==> config.mk <==
export PLATFORM = sky130hd
export DESIGN_NAME = rank_refresh_pwr
export DESIGN_NICKNAME = d
export VERILOG_FILES = /design/src/rtl/rfp_pkg.sv /design/src/rtl/rfp_refresh_fsm.sv /design/src/rtl/rfp_power_fsm.sv /design/src/rtl/rfp_state_timer.sv /design/src/rtl/rank_refresh_pwr.sv
export SDC_FILE = /design/constraint.sdc
export NUM_CORES = 1
export LEC_CHECK = 0
export ABC_CLOCK_PERIOD_IN_PS = 2320
export BUFFER_PORTS_ARGS = -buffer_cell sky130_fd_sc_hd__buf_2
export CAP_MARGIN = 20
export CORE_MARGIN = 2
export CORE_UTILIZATION = 39
export CTS_CLUSTER_DIAMETER = 60
export CTS_CLUSTER_SIZE = 30
export DETAILED_ROUTE_END_ITERATION = 12
export PLACE_DENSITY_LB_ADDON = 0.1
export SLEW_MARGIN = 15
export SYNTH_ARGS = -nofsm -noshare
export SYNTH_HDL_FRONTEND = slang
export SYNTH_SLANG_ARGS = --single-unit
==> constraint.sdc <==
create_clock -name clk -period 2.32 [get_ports clk]
set_clock_uncertainty 0.2 [all_clocks]
set_input_delay 0 -clock clk [delete_from_list [all_inputs] [get_ports clk]]
set_output_delay 0 -clock clk [all_outputs]
set_load 0.03 [all_outputs]
==> src/rtl/rfp_pkg.sv <==
package rfp_pkg;
  typedef enum logic [1:0] {
    RS_IDLE  = 2'd0,
    RS_DRAIN = 2'd1,
    RS_PRE   = 2'd2,
    RS_RUN   = 2'd3
  } ref_st_e;

  typedef enum logic [2:0] {
    PS_IDLE    = 3'd0,
    PS_REF     = 3'd1,
    PS_PRE_PDN = 3'd2,
    PS_ACT     = 3'd3,
    PS_ACT_PDN = 3'd4
  } pwr_st_e;

  localparam int NUM_PWR = 5;
endpackage

==> src/rtl/rfp_refresh_fsm.sv <==
module rfp_refresh_fsm
  import rfp_pkg::*;
#(
  parameter int REFI_CYC = 7800,
  parameter int RFC_CYC  = 260,
  parameter int TRP_CYC  = 14
) (
  input  logic    clk,
  input  logic    rst,
  input  logic    busy_i,
  input  logic    all_pre_i,
  input  logic    pre_ok_i,
  output ref_st_e state_o,
  output logic    pre_all_o,
  output logic    ref_o
);
  localparam int IW   = $clog2(REFI_CYC);
  localparam int TMAX = (RFC_CYC > TRP_CYC) ? RFC_CYC : TRP_CYC;
  localparam int TW   = $clog2(TMAX + 1);

  logic [IW-1:0] iv_cnt;
  logic [TW-1:0] wait_cnt;
  logic          due_pend;
  logic          pre_sent;
  logic          due_hit;

  assign due_hit = (iv_cnt == '0);

  always_ff @(posedge clk) begin
    if (rst) begin
      iv_cnt    <= IW'(REFI_CYC - 1);
      wait_cnt  <= '0;
      due_pend  <= 1'b0;
      pre_sent  <= 1'b0;
      state_o   <= RS_IDLE;
      pre_all_o <= 1'b0;
      ref_o     <= 1'b0;
    end else begin
      pre_all_o <= 1'b0;
      ref_o     <= 1'b0;
      iv_cnt    <= due_hit ? IW'(REFI_CYC - 1) : iv_cnt - 1'b1;
      if (due_hit && state_o != RS_IDLE) due_pend <= 1'b1;
      case (state_o)
        RS_IDLE: begin
          if (due_hit || due_pend) begin
            state_o  <= RS_DRAIN;
            due_pend <= 1'b0;
          end
        end
        RS_DRAIN: begin
          if (!busy_i) state_o <= RS_PRE;
        end
        RS_PRE: begin
          if (!pre_sent) begin
            if (all_pre_i) begin
              state_o  <= RS_RUN;
              wait_cnt <= TW'(RFC_CYC - 1);
              ref_o    <= 1'b1;
            end else if (pre_ok_i) begin
              pre_all_o <= 1'b1;
              pre_sent  <= 1'b1;
              wait_cnt  <= TW'(TRP_CYC - 1);
            end
          end else if (wait_cnt == '0) begin
            state_o  <= RS_RUN;
            pre_sent <= 1'b0;
            wait_cnt <= TW'(RFC_CYC - 1);
            ref_o    <= 1'b1;
          end else begin
            wait_cnt <= wait_cnt - 1'b1;
          end
        end
        RS_RUN: begin
          if (wait_cnt == '0) state_o <= RS_IDLE;
          else wait_cnt <= wait_cnt - 1'b1;
        end
        default: state_o <= RS_IDLE;
      endcase
    end
  end
endmodule

==> src/rtl/rfp_power_fsm.sv <==
module rfp_power_fsm
  import rfp_pkg::*;
#(
  parameter int ACT_W    = 4,
  parameter int IDLE_DLY = 4
) (
  input  logic             clk,
  input  logic             rst,
  input  ref_st_e          ref_st_i,
  input  logic             act_i,
  input  logic             pdn_i,
  input  logic [ACT_W-1:0] act_cnt_i,
  output pwr_st_e          state_o
);
  localparam int DW = $clog2(IDLE_DLY + 1);

  logic [DW-1:0] dly_cnt;
  logic          dly_pend;
  logic          ref_run;
  logic          ref_idle;
  logic          banks_shut;

  assign ref_run    = (ref_st_i == RS_RUN);
  assign ref_idle   = (ref_st_i == RS_IDLE);
  assign banks_shut = (act_cnt_i == '0) && !act_i;

  always_ff @(posedge clk) begin
    if (rst) begin
      state_o  <= PS_IDLE;
      dly_cnt  <= '0;
      dly_pend <= 1'b0;
    end else begin
      case (state_o)
        PS_IDLE: begin
          if (ref_run)                  state_o <= PS_REF;
          else if (act_i)               state_o <= PS_ACT;
          else if (pdn_i && ref_idle)   state_o <= PS_PRE_PDN;
        end
        PS_REF: begin
          if (!ref_run) state_o <= PS_IDLE;
        end
        PS_PRE_PDN: begin
          if (!pdn_i || !ref_idle) state_o <= PS_IDLE;
        end
        PS_ACT: begin
          if (ref_run) begin
            state_o  <= PS_REF;
            dly_pend <= 1'b0;
          end else if (banks_shut) begin
            if (!dly_pend) begin
              dly_pend <= 1'b1;
              dly_cnt  <= DW'(IDLE_DLY - 1);
            end else if (dly_cnt == '0) begin
              dly_pend <= 1'b0;
              state_o  <= PS_IDLE;
            end else begin
              dly_cnt <= dly_cnt - 1'b1;
            end
          end else begin
            dly_pend <= 1'b0;
            if (pdn_i && ref_idle) state_o <= PS_ACT_PDN;
          end
        end
        PS_ACT_PDN: begin
          if (!pdn_i || !ref_idle) state_o <= PS_ACT;
        end
        default: state_o <= PS_IDLE;
      endcase
    end
  end
endmodule

==> src/rtl/rfp_state_timer.sv <==
module rfp_state_timer
  import rfp_pkg::*;
#(
  parameter int CNT_W = 32
) (
  input  logic                     clk,
  input  logic                     rst,
  input  pwr_st_e                  state_i,
  output logic [NUM_PWR*CNT_W-1:0] time_o
);
  for (genvar k = 0; k < NUM_PWR; k++) begin : g_cnt
    always_ff @(posedge clk) begin
      if (rst) time_o[k*CNT_W +: CNT_W] <= '0;
      else if (state_i == pwr_st_e'(k))
        time_o[k*CNT_W +: CNT_W] <= time_o[k*CNT_W +: CNT_W] + 1'b1;
    end
  end
endmodule

==> src/rtl/rank_refresh_pwr.sv <==
module rank_refresh_pwr
  import rfp_pkg::*;
#(
  parameter int REFI_CYC = 7800,
  parameter int RFC_CYC  = 260,
  parameter int TRP_CYC  = 14,
  parameter int IDLE_DLY = 4,
  parameter int ACT_W    = 4,
  parameter int CNT_W    = 32
) (
  input  logic                     clk,
  input  logic                     rst,
  input  logic                     busy_i,
  input  logic                     all_pre_i,
  input  logic                     pre_ok_i,
  input  logic                     act_i,
  input  logic                     pdn_i,
  input  logic [ACT_W-1:0]         act_cnt_i,
  output logic [1:0]               ref_state_o,
  output logic [2:0]               pwr_state_o,
  output logic                     pre_all_o,
  output logic                     ref_o,
  output logic                     avail_o,
  output logic [NUM_PWR*CNT_W-1:0] st_time_o
);
  ref_st_e ref_st;
  pwr_st_e pwr_st;

  rfp_refresh_fsm #(
    .REFI_CYC(REFI_CYC), .RFC_CYC(RFC_CYC), .TRP_CYC(TRP_CYC)
  ) u_ref (
    .clk(clk), .rst(rst), .busy_i(busy_i), .all_pre_i(all_pre_i),
    .pre_ok_i(pre_ok_i), .state_o(ref_st), .pre_all_o(pre_all_o), .ref_o(ref_o)
  );

  rfp_power_fsm #(
    .ACT_W(ACT_W), .IDLE_DLY(IDLE_DLY)
  ) u_pwr (
    .clk(clk), .rst(rst), .ref_st_i(ref_st), .act_i(act_i), .pdn_i(pdn_i),
    .act_cnt_i(act_cnt_i), .state_o(pwr_st)
  );

  rfp_state_timer #(
    .CNT_W(CNT_W)
  ) u_tim (
    .clk(clk), .rst(rst), .state_i(pwr_st), .time_o(st_time_o)
  );

  assign ref_state_o = ref_st;
  assign pwr_state_o = pwr_st;
  assign avail_o     = (ref_st == RS_IDLE);
endmodule

# Word level (Yosys, flattened, before mapping)
# Index checks and enable logic that the tools add are counted.
# word_totals
ff_bits	195
input_bits	11
elab_cells	111
out_inout_bits	168
# classes
n_bitwise	2
eq_ne	22
reduce_logical	23
n_mux	41
n_addsub	8
# op_table
operator	n
$add 32x1->32 const B	5
$mux 9	5
$mux 3	13
$pmux 9 s2	1
$pmux 3 s5	1
$mux 1	14
$logic_not 13->1	1
$sub 13x1->13 const B	1
$mux 2	6
$ne 2x2->1 const B	6
$logic_not 9->1	1
$sub 9x1->9 const B	1
$ne 4x2->1 const B	2
$ne 4x3->1 const B	2
$pmux 2 s4	1
$reduce_and 7->1	1
$eq 3x2->1 const B	2
$logic_not 3->1	2
$reduce_and 5->1	1
$eq 2x2->1 const B	2
$logic_not 4->1	1
$ne 2x1->1 const B	2
$ne 4x1->1 const B	1
$reduce_and 4->1	1
other kinds (15)	23

# Depth between registers and ports, before layout
# Gate-level depths: netlist of the first run.
# logic_depth
word_depth	6
depth_mapped	8
mapped_depth_nobuf	8

# By module
# Synthesis of the first run repeated with hierarchy kept, for this count alone.
# hier_totals
cells_unflattened	1074
area_unflattened_um2	9148.8
# modules_own_cells
module	area_each_um2	instances	seq_area_each_um2	cells_each
rfp_state_timer	7194.4	1	3203.1	845
rfp_refresh_fsm	1430.1	1	560.5	164
rfp_power_fsm	520.5	1	140.1	64
rank_refresh_pwr	3.8	1	0.0	1

# Worst setup path after synthesis of the first run
# OpenSTA, ideal clock, no wires.
# synth_path
path_type	register to register
startpoint	reg u_tim.time_o[36]
endpoint	reg u_tim.time_o[63]
path_slack_ns	-0.232
path_buffers	1
stages_incl_launch_ff	7
required_time_ns	1.999
setup_ns	0.121
period_less_slack_ns	2.552
t_arrival_ns	2.231
cell_sequence	dfxtp_1 and4_1 nand4_1 or4_1 clkbuf_1 nor3_1 mux2_2
# synth_between
elab_chain_len	1
# synth_rtl
item	line_no	source
start, declared	rfp_state_timer.sv:9	output logic [NUM_PWR*CNT_W-1:0] time_o
start signal, assigned by index	rfp_state_timer.sv:15	time_o[k*CNT_W +: CNT_W] <= time_o[k*CNT_W +: CNT_W] + 1'b1;
$add 32x1->32	rfp_state_timer.sv:15	
# Every way passes these cells.
# A chain may end at the register's enable or synchronous reset.

# Worst setup path after layout of the first run
# layout_path
startpoint	reg u_ref.wait_cnt[1]
endpoint	reg u_ref.state_o[0]
# layout_between
elab_chain_len	3
word_cells_on_any_way	4
cone_classes	eq/ne: 2; reduce/logical: 2
# layout_rtl
item	line_no	source
start, declared	rfp_refresh_fsm.sv:22	logic [TW-1:0] wait_cnt;
start signal, assigned	rfp_refresh_fsm.sv:57	wait_cnt <= TW'(RFC_CYC - 1);
start signal, assigned	rfp_refresh_fsm.sv:62	wait_cnt <= TW'(TRP_CYC - 1);
start signal, assigned	rfp_refresh_fsm.sv:67	wait_cnt <= TW'(RFC_CYC - 1);
$logic_not 9->1 (*)	rfp_refresh_fsm.sv:64, rfp_refresh_fsm.sv:74	
$ne 3x3->1 (no source line) / $ne 2x2->1 (equally long branches)	n/a	
$reduce_and 5->1 (no source line) (*)	n/a	
end signal, assigned	rfp_refresh_fsm.sv:65	state_o <= RS_RUN;
end signal, assigned	rfp_refresh_fsm.sv:74	if (wait_cnt == '0) state_o <= RS_IDLE;
end signal, assigned	rfp_refresh_fsm.sv:77	default: state_o <= RS_IDLE;
end, declared	rfp_refresh_fsm.sv:13	output ref_st_e state_o,
# Every way passes the cells marked *; elsewhere a longest branch is shown, timed or not.

==> flow_summary.ini, run 1 <==
[status]
outcome = finished, violations left
violations = setup timing

[pwr]
ir_drop_v = 0.000426
switching_power_uw = 2100
p_leak_uw = 0.00474
swShare_pct = 28.0
clkPwrFrac_pct = 39.9
power_uw = 7490
pwr-share-comb_pct = 13.4
power.share.sequential_pct = 46.7
internal-power_uw = 5390
powerDensity_nw_per_um2 = 641

[cells_and_area]
diodes = 0
syn2layout_area_growth_pct = 28.6
nets = 1343
fin_area_um2 = 11700
register_area_um2 = 3930
drive_gt1_share_pct = 27.4
nFillCells = 2209
multi_input_area_um2 = 4930

[setup_path]
criticalPathCategory = flip-flop to flip-flop
worstReg2RegStart = u_ref.wait_cnt[1]
critPathLaunch = u_ref.wait_cnt[1]
worst_path_largest_cell_delay_ns = 0.45
crit_fanout = 3
reg2regPathDepth = 7
r2r_setup_slack_ns = -0.01
cp.arrival_ns = 2.49
cp.required_ns = 2.47
crit_path_end_kind = flip-flop
r2r-end = u_ref.state_o[0]
cp_cell_sequence = inv_2 -> ha_4 -> or4b_4 -> or2_4 -> a222oi_1 -> a21bo_2 -> a221oi_2
start_kind = flip-flop
crit_end = u_ref.state_o[0]
slowest_stage = or4b_4

[synth]
synth.most_common_cell = dfxtp_1
syn_inst = 1060
synth-edff-count = 0
synth.distinct_cells = 67
syn_area_um2 = 9090
synthArstFlopShare_pct = 0
synth-compound-area-share_pct = 6.26
netlist_top_cells_count = dfxtp_1, nor2_1, nand2_1, xnor2_1, xor2_1
synth_xor_area_share_pct = 13.1
synth_mux_area_share_pct = 1.40
ys_seq_area_share_pct = 43.0
syn_avg_cell_area_um2 = 8.57
ys_top_cells_by_area = dfxtp_1, xnor2_1, nor2_1
yosys.area.top_type = dfxtp_1
synth_top_family_by_area = simple AND/OR/NAND/NOR gates
synthAdderAreaFrac_pct = 2.07
netlist.area_leader.share_pct = 43.0
synth-simple-area-share_pct = 30.7
synthesis.nets = 1086
synth_seq_cells = 195
ys_warn_count = 0
ys.flop_type = dfxtp_1

[global_route]
antenna_found_initial = 1
track_usage_pct = 18.4
grt-ovfl-total = 0
grt_pass1_vias = 7371
grt_pass1_wl_mm = 36.9
grt_max_degree = 57

[placed_design]
gp_congestion = 0.825
placed_area_um2 = 10900
port_buffers = 178
preCtsSetupSlack_ns = -0.0536
dp_hpwl_mm = 16.0

[sta]
tightestPinTransition_ns = 0.583
timing.hold.ws_ns = 0.0432
finalCritPeriodShare_pct = 101
fmax_mhz = 428
slew_headroom_pct = 61.1
drv_slew = 0
setup_viol = 1
setup_slack_ns = -0.0143
hold_viol_final = 0
period_needed_ns = 2.33
rsz0062_at_grt = true

[detailed_routing]
met2_length_mm = 10.3
dr.max_layer_used = met5
avgRoutedWirePerCell_um = 13.7
via_count = 8136
ant_nets = 0
drt_iter0_drc = 322
via_per_inst = 4.95
wl_met3_mm = 1.05
dr.pass1.iters = 5
drcViolationCount = 0
wl_mm = 22.5
wl_met1_mm = 10.8

[clocking]
htreeDepth = 4
cts_tree = built
insertion_delay_ns = 0.43
clock-sinks = 195
clockBufferDepth = 2
clkTransAtPathRegs_ns = 0.08
numCtsBuffers = 17
cts_root_buffer = clkbuf_16

[die]
initial_core_util_pct = 39.9
core_um2 = 22800
die_y_um = 157
num_rows = 55
num_io_pins = 179
dieArea_um2 = 24500
die_x_um = 157

[worst_hold_path]
hold_path.class = input port to flip-flop
hold_start = act_cnt_i[2]

[flow_run]
cap_violations = 0
placed cells by master, fill, tap and decap left out, types with 24 or more instances in the layout:
cell       n
a21oi_1   28
and4_1    24
buf_2    177
buf_4     97
dfxtp_1  178
inv_1     33
nand2_1   74
nand3_1   43
nand4_1   45
nor2_1   166
nor3_1    36
nor4_1    30
o21ai_0   34
xnor2_1   74
xor2_1    62
layout make-up:
| cell class | instances | share of cell area (%) |
|---|---|---|
| multi-input combinational | 783 | 42.2 |
| sequential | 195 | 33.6 |
| timing repair buffer | 283 | 14.6 |
| clock buffer | 19 | 3.79 |
| tap | 313 | 3.35 |
| clock inverter | 13 | 1.22 |
| inverter | 37 | 1.19 |
worst max-delay path: cells and delay by family (launching register included):
family | cells | cell delay, ns
AO/OA/AOI/OAI | 3 | 0.83
adder cells (fa/ha/maj) | 1 | 0.13
buffers and inverters | 1 | 0.07
flip-flops | 1 | 0.33
AND/OR/NAND/NOR | 2 | 0.70
logic make-up after synthesis:
group           after synthesis
flops                       195
buf+inv                      82
compound gates               95
fa+ha+maj                    15
simple gates                525
xor+xnor                    136
mux                          12
flip-flops by register name, indices dropped and copies added, names as in the netlist:
name             cells
u_pwr.dly_cnt        3
u_pwr.dly_pend       1
u_pwr.state_o        3
u_ref.due_pend       1
u_ref.iv_cnt        13
u_ref.pre_all_o      1
u_ref.pre_sent       1
u_ref.ref_o          1
u_ref.state_o        2
u_ref.wait_cnt       9
u_tim.time_o       160
per-stage QoR:
| step | utilization (%) | std cells | TNS [ns] |
|---|---|---|---|
| 6_report | 51.3 | 1643 | -0.0143 |
| 5_1_grt | 51.3 | 1643 | -0.149 |
| 4_1_cts | 51.0 | 1639 | 0 |
| 3_5_place_dp | 48.0 | 1598 | -0.0536 |
| 3_3_place_gp | 48.0 | 1598 | -0.0233 |
| 2_1_floorplan | - | 1060 | -0.213 |
routing by layer:
| layer | global-route usage, % | vias up |
|---|---|---|
| met3 | 3.82 | 20 |
| met1 | 24.3 | 3751 |
| met5 | 0 | - |
| met4 | 5.72 | 2 |
| met2 | 30.2 | 151 |
| li1 | - | 4212 |
worst min-delay path by stage:
stage	end	cells past startpoint	slack (ns)
floorplan	u_ref.pre_all_o	1	-0.12
global placement	u_ref.pre_all_o	2	0.05
detailed placement	u_ref.pre_all_o	2	0.04
CTS	u_pwr.dly_cnt[1]	6	0.05
global route	u_pwr.dly_cnt[1]	6	0.12
finish	u_pwr.dly_cnt[1]	6	0.04
timing repair:
item / 4_1_cts / 5_1_grt
gates resized for setup: 1 / 8
pin swaps: 2 / 2
buffers inserted: 1 / 4
hold buffers: 8 / 0
setup endpoints to repair: 2 / 18
endpoints found under the hold margin: 48 / 0
power by group through the flow:
stage,logic [uW],clock network [uW],registers (uW)
5_1_grt,1110,3220,3510
3_3_place_gp,961,0,3570
2_1_floorplan,517,0,3690
4_1_cts,994,3100,3500
3_5_place_dp,967,0,3580
6_report,1010,2990,3500
Power figures use the tool's default switching activity.
==> run 2, diff against run 1 <==
--- a/config.mk
+++ b/config.mk
@@ -10,6 +10,7 @@
 export CAP_MARGIN = 20
 export CORE_MARGIN = 2
 export CORE_UTILIZATION = 39
+export CTS_BUF_LIST = sky130_fd_sc_hd__clkbuf_2
 export CTS_CLUSTER_DIAMETER = 60
 export CTS_CLUSTER_SIZE = 30
 export DETAILED_ROUTE_END_ITERATION = 12
==> run 2 against run 1 <==
Net effect:
- the run still ends with setup timing left
- final cell count up 0.73%
- power down 16%
- register-to-register slack about the same
- critical path depth unchanged
- highest routed layer unchanged
==> flow_summary.ini, run 2 (synthesis gave the netlist of run 1 again) <==
[setup_path]
critPathTopFamily = compound AO/OA/AOI/OAI gates
r2r_setup_slack_ns = -0.02
worstReg2RegStart = u_ref.wait_cnt[1]
start_kind = flip-flop
critPathLaunch = u_ref.wait_cnt[1]
cp_cell_sequence = inv_2 -> ha_4 -> or4b_4 -> or2_4 -> a222oi_1 -> a21bo_2 -> a221oi_2
crit_cells = 7
cp.required_ns = 2.83
crit_buf_inv = 1
worst_path_largest_cell_delay_ns = 0.45
reg2regPathDepth = 7
crit_path_end_kind = flip-flop
r2r-end = u_ref.state_o[0]
crit_fanout = 3
slowest_stage = or4b_4
criticalPathCategory = flip-flop to flip-flop
crit_end = u_ref.state_o[0]
cp.arrival_ns = 2.85

[sta]
rsz0062_at_grt = true
fin_tns_setup_ns = -0.0231
finalCritPeriodShare_pct = 101
hold_viol_final = 0
slew_headroom_pct = 60.5
fmax_mhz = 427
tightestPinTransition_ns = 0.593
setup_slack_ns = -0.0231
drv_slew = 0
setup_viol = 1
period_needed_ns = 2.34

[detailed_routing]
via_count = 8201
drcViolationCount = 0
via_per_inst = 4.96
avgRoutedWirePerCell_um = 13.7
drt_iter0_drc = 342
wl_mm = 22.7
ant_nets = 0
dr.pass1.iters = 4

[status]
outcome = finished, violations left
violations = setup timing

[die]
num_rows = 55
dieArea_um2 = 24500
core_um2 = 22800
initial_core_util_pct = 39.9
num_io_pins = 179
die_y_um = 157
die_x_um = 157

[clocking]
numCtsBuffers = 17
cts_root_buffer = clkbuf_2
clockBufferDepth = 2
cts_tree = built
htreeDepth = 4
clkTransAtPathRegs_ns = 0.32
clock-sinks = 195
insertion_delay_ns = 0.76

[cells_and_area]
layout_commonest_cell = buf_2
nFillCells = 2240
syn2layout_area_growth_pct = 26.2
regMostFlops = u_tim.time_o
fin_cells = 1655
nets = 1354
largestRegisters = u_tim.time_o (160), u_ref.iv_cnt (13), u_ref.wait_cnt (9)
largest_register_ffs = 160
drive_gt1_share_pct = 27.8
fin_area_um2 = 11500
mostFrequentLayoutCells = buf_2, dfxtp_1, nor2_1

[global_route]
met2_usage_pct = 30.0
grt_max_degree = 57
track_usage_pct = 18.4
use_met1_pct = 24.7
top_usage_layer = met2
grt-ovfl-total = 0
antenna_found_initial = 2
grt_pass1_vias = 7399
grt_pass1_wl_mm = 37.1
use_met3_pct = 3.82

[placed_design]
gp_congestion = 0.825
placed_area_um2 = 10900
port_buffers = 178
placed_cells = 1598
dp_hpwl_mm = 16.0

[flow_run]
cap_violations = 0

[pwr]
p_leak_uw = 0.00465
ir_drop_v = 0.000313
powerDensity_nw_per_um2 = 546

[worst_hold_path]
hold_path.class = input port to flip-flop
run 2: cell types whose count changed in the layout (fill, tap and decap cells not counted), moves of 2 or more:
| cell | before | now |
|---|---|---|
| dlygate4sd3_1 | 8 | 16 |
| clkbuf_2 | 0 | 18 |
| o21ai_1 | 1 | 3 |
| dfxtp_1 | 178 | 176 |
| clkbuf_16 | 17 | 0 |
| o21ai_0 | 34 | 32 |
run 2: worst min path at each step:
| stage | startpoint | to | slack [ns] | depth (start not counted) |
|---|---|---|---|---|
| after floorplan | all_pre_i | u_ref.pre_all_o | -0.12 | 1 |
| after global placement | all_pre_i | u_ref.pre_all_o | 0.05 | 2 |
| after detailed placement | all_pre_i | u_ref.pre_all_o | 0.04 | 2 |
| after CTS | act_i | u_pwr.dly_cnt[1] | 0.09 | 6 |
| after global routing | act_i | u_pwr.state_o[0] | 0.1 | 6 |
| final | act_i | u_pwr.state_o[0] | 0.16 | 6 |
run 2: layout make-up:
cell class,instances,area (um2),area share [%]
Multi-Input combinational cell,783,4940,43.1
Clock inverter,14,146,1.28
Antenna cell,1,2.50,0.0218
Clock buffer,18,90.1,0.786
Sequential cell,195,3930,34.3
Tap cell,313,392,3.41
Inverter,37,139,1.21
Timing Repair Buffer,294,1820,15.9
run 2: metal layers:
metal  part of all wire [%]  wire length (um)
met5                  0.044                10
met4                    1.6               355
met3                    4.7              1070
met2                     46             10400
met1                     48             10900
run 2: report_power, final:
part	switching, uW	total, uW	internal [uW]
Sequential	77.5	3520	3440
Combinational	602	1030	426
Clock	1280	1710	433
run 2: repair_timing:
| action | CTS | global route |
|---|---|---|
| endpoints found under the setup margin | 4 | 17 |
| setup buffers | 1 | 6 |
| hold buffers | 17 | 0 |
| gates resized for setup | 3 | 16 |
| pin swaps | 2 | 5 |
| endpoints found under the hold margin | 195 | 0 |
run 2: metrics by stage:
stage / setup WS (ns) / hold slack (ns) / utilization, % / power, uW
floorplan: -0.0913 / -0.123 / - / 4210
global placement: -0.0233 / 0.0511 / 48.0 / 4540
detailed placement: -0.0536 / 0.0437 / 48.0 / 4550
CTS: 0.00932 / 0.0916 / 49.9 / 6360
global route: -0.0804 / 0.0955 / 50.3 / 6620
finish: -0.0231 / 0.161 / 50.3 / 6260
run 2: worst reg2reg max path: stages (launching register included):
cell and delay, ns:
dfxtp_2 0.39, inv_2 0.07, ha_4 0.13, or4b_4 0.45
or2_4 0.25, a222oi_1 0.31, a21bo_2 0.29, a221oi_2 0.22
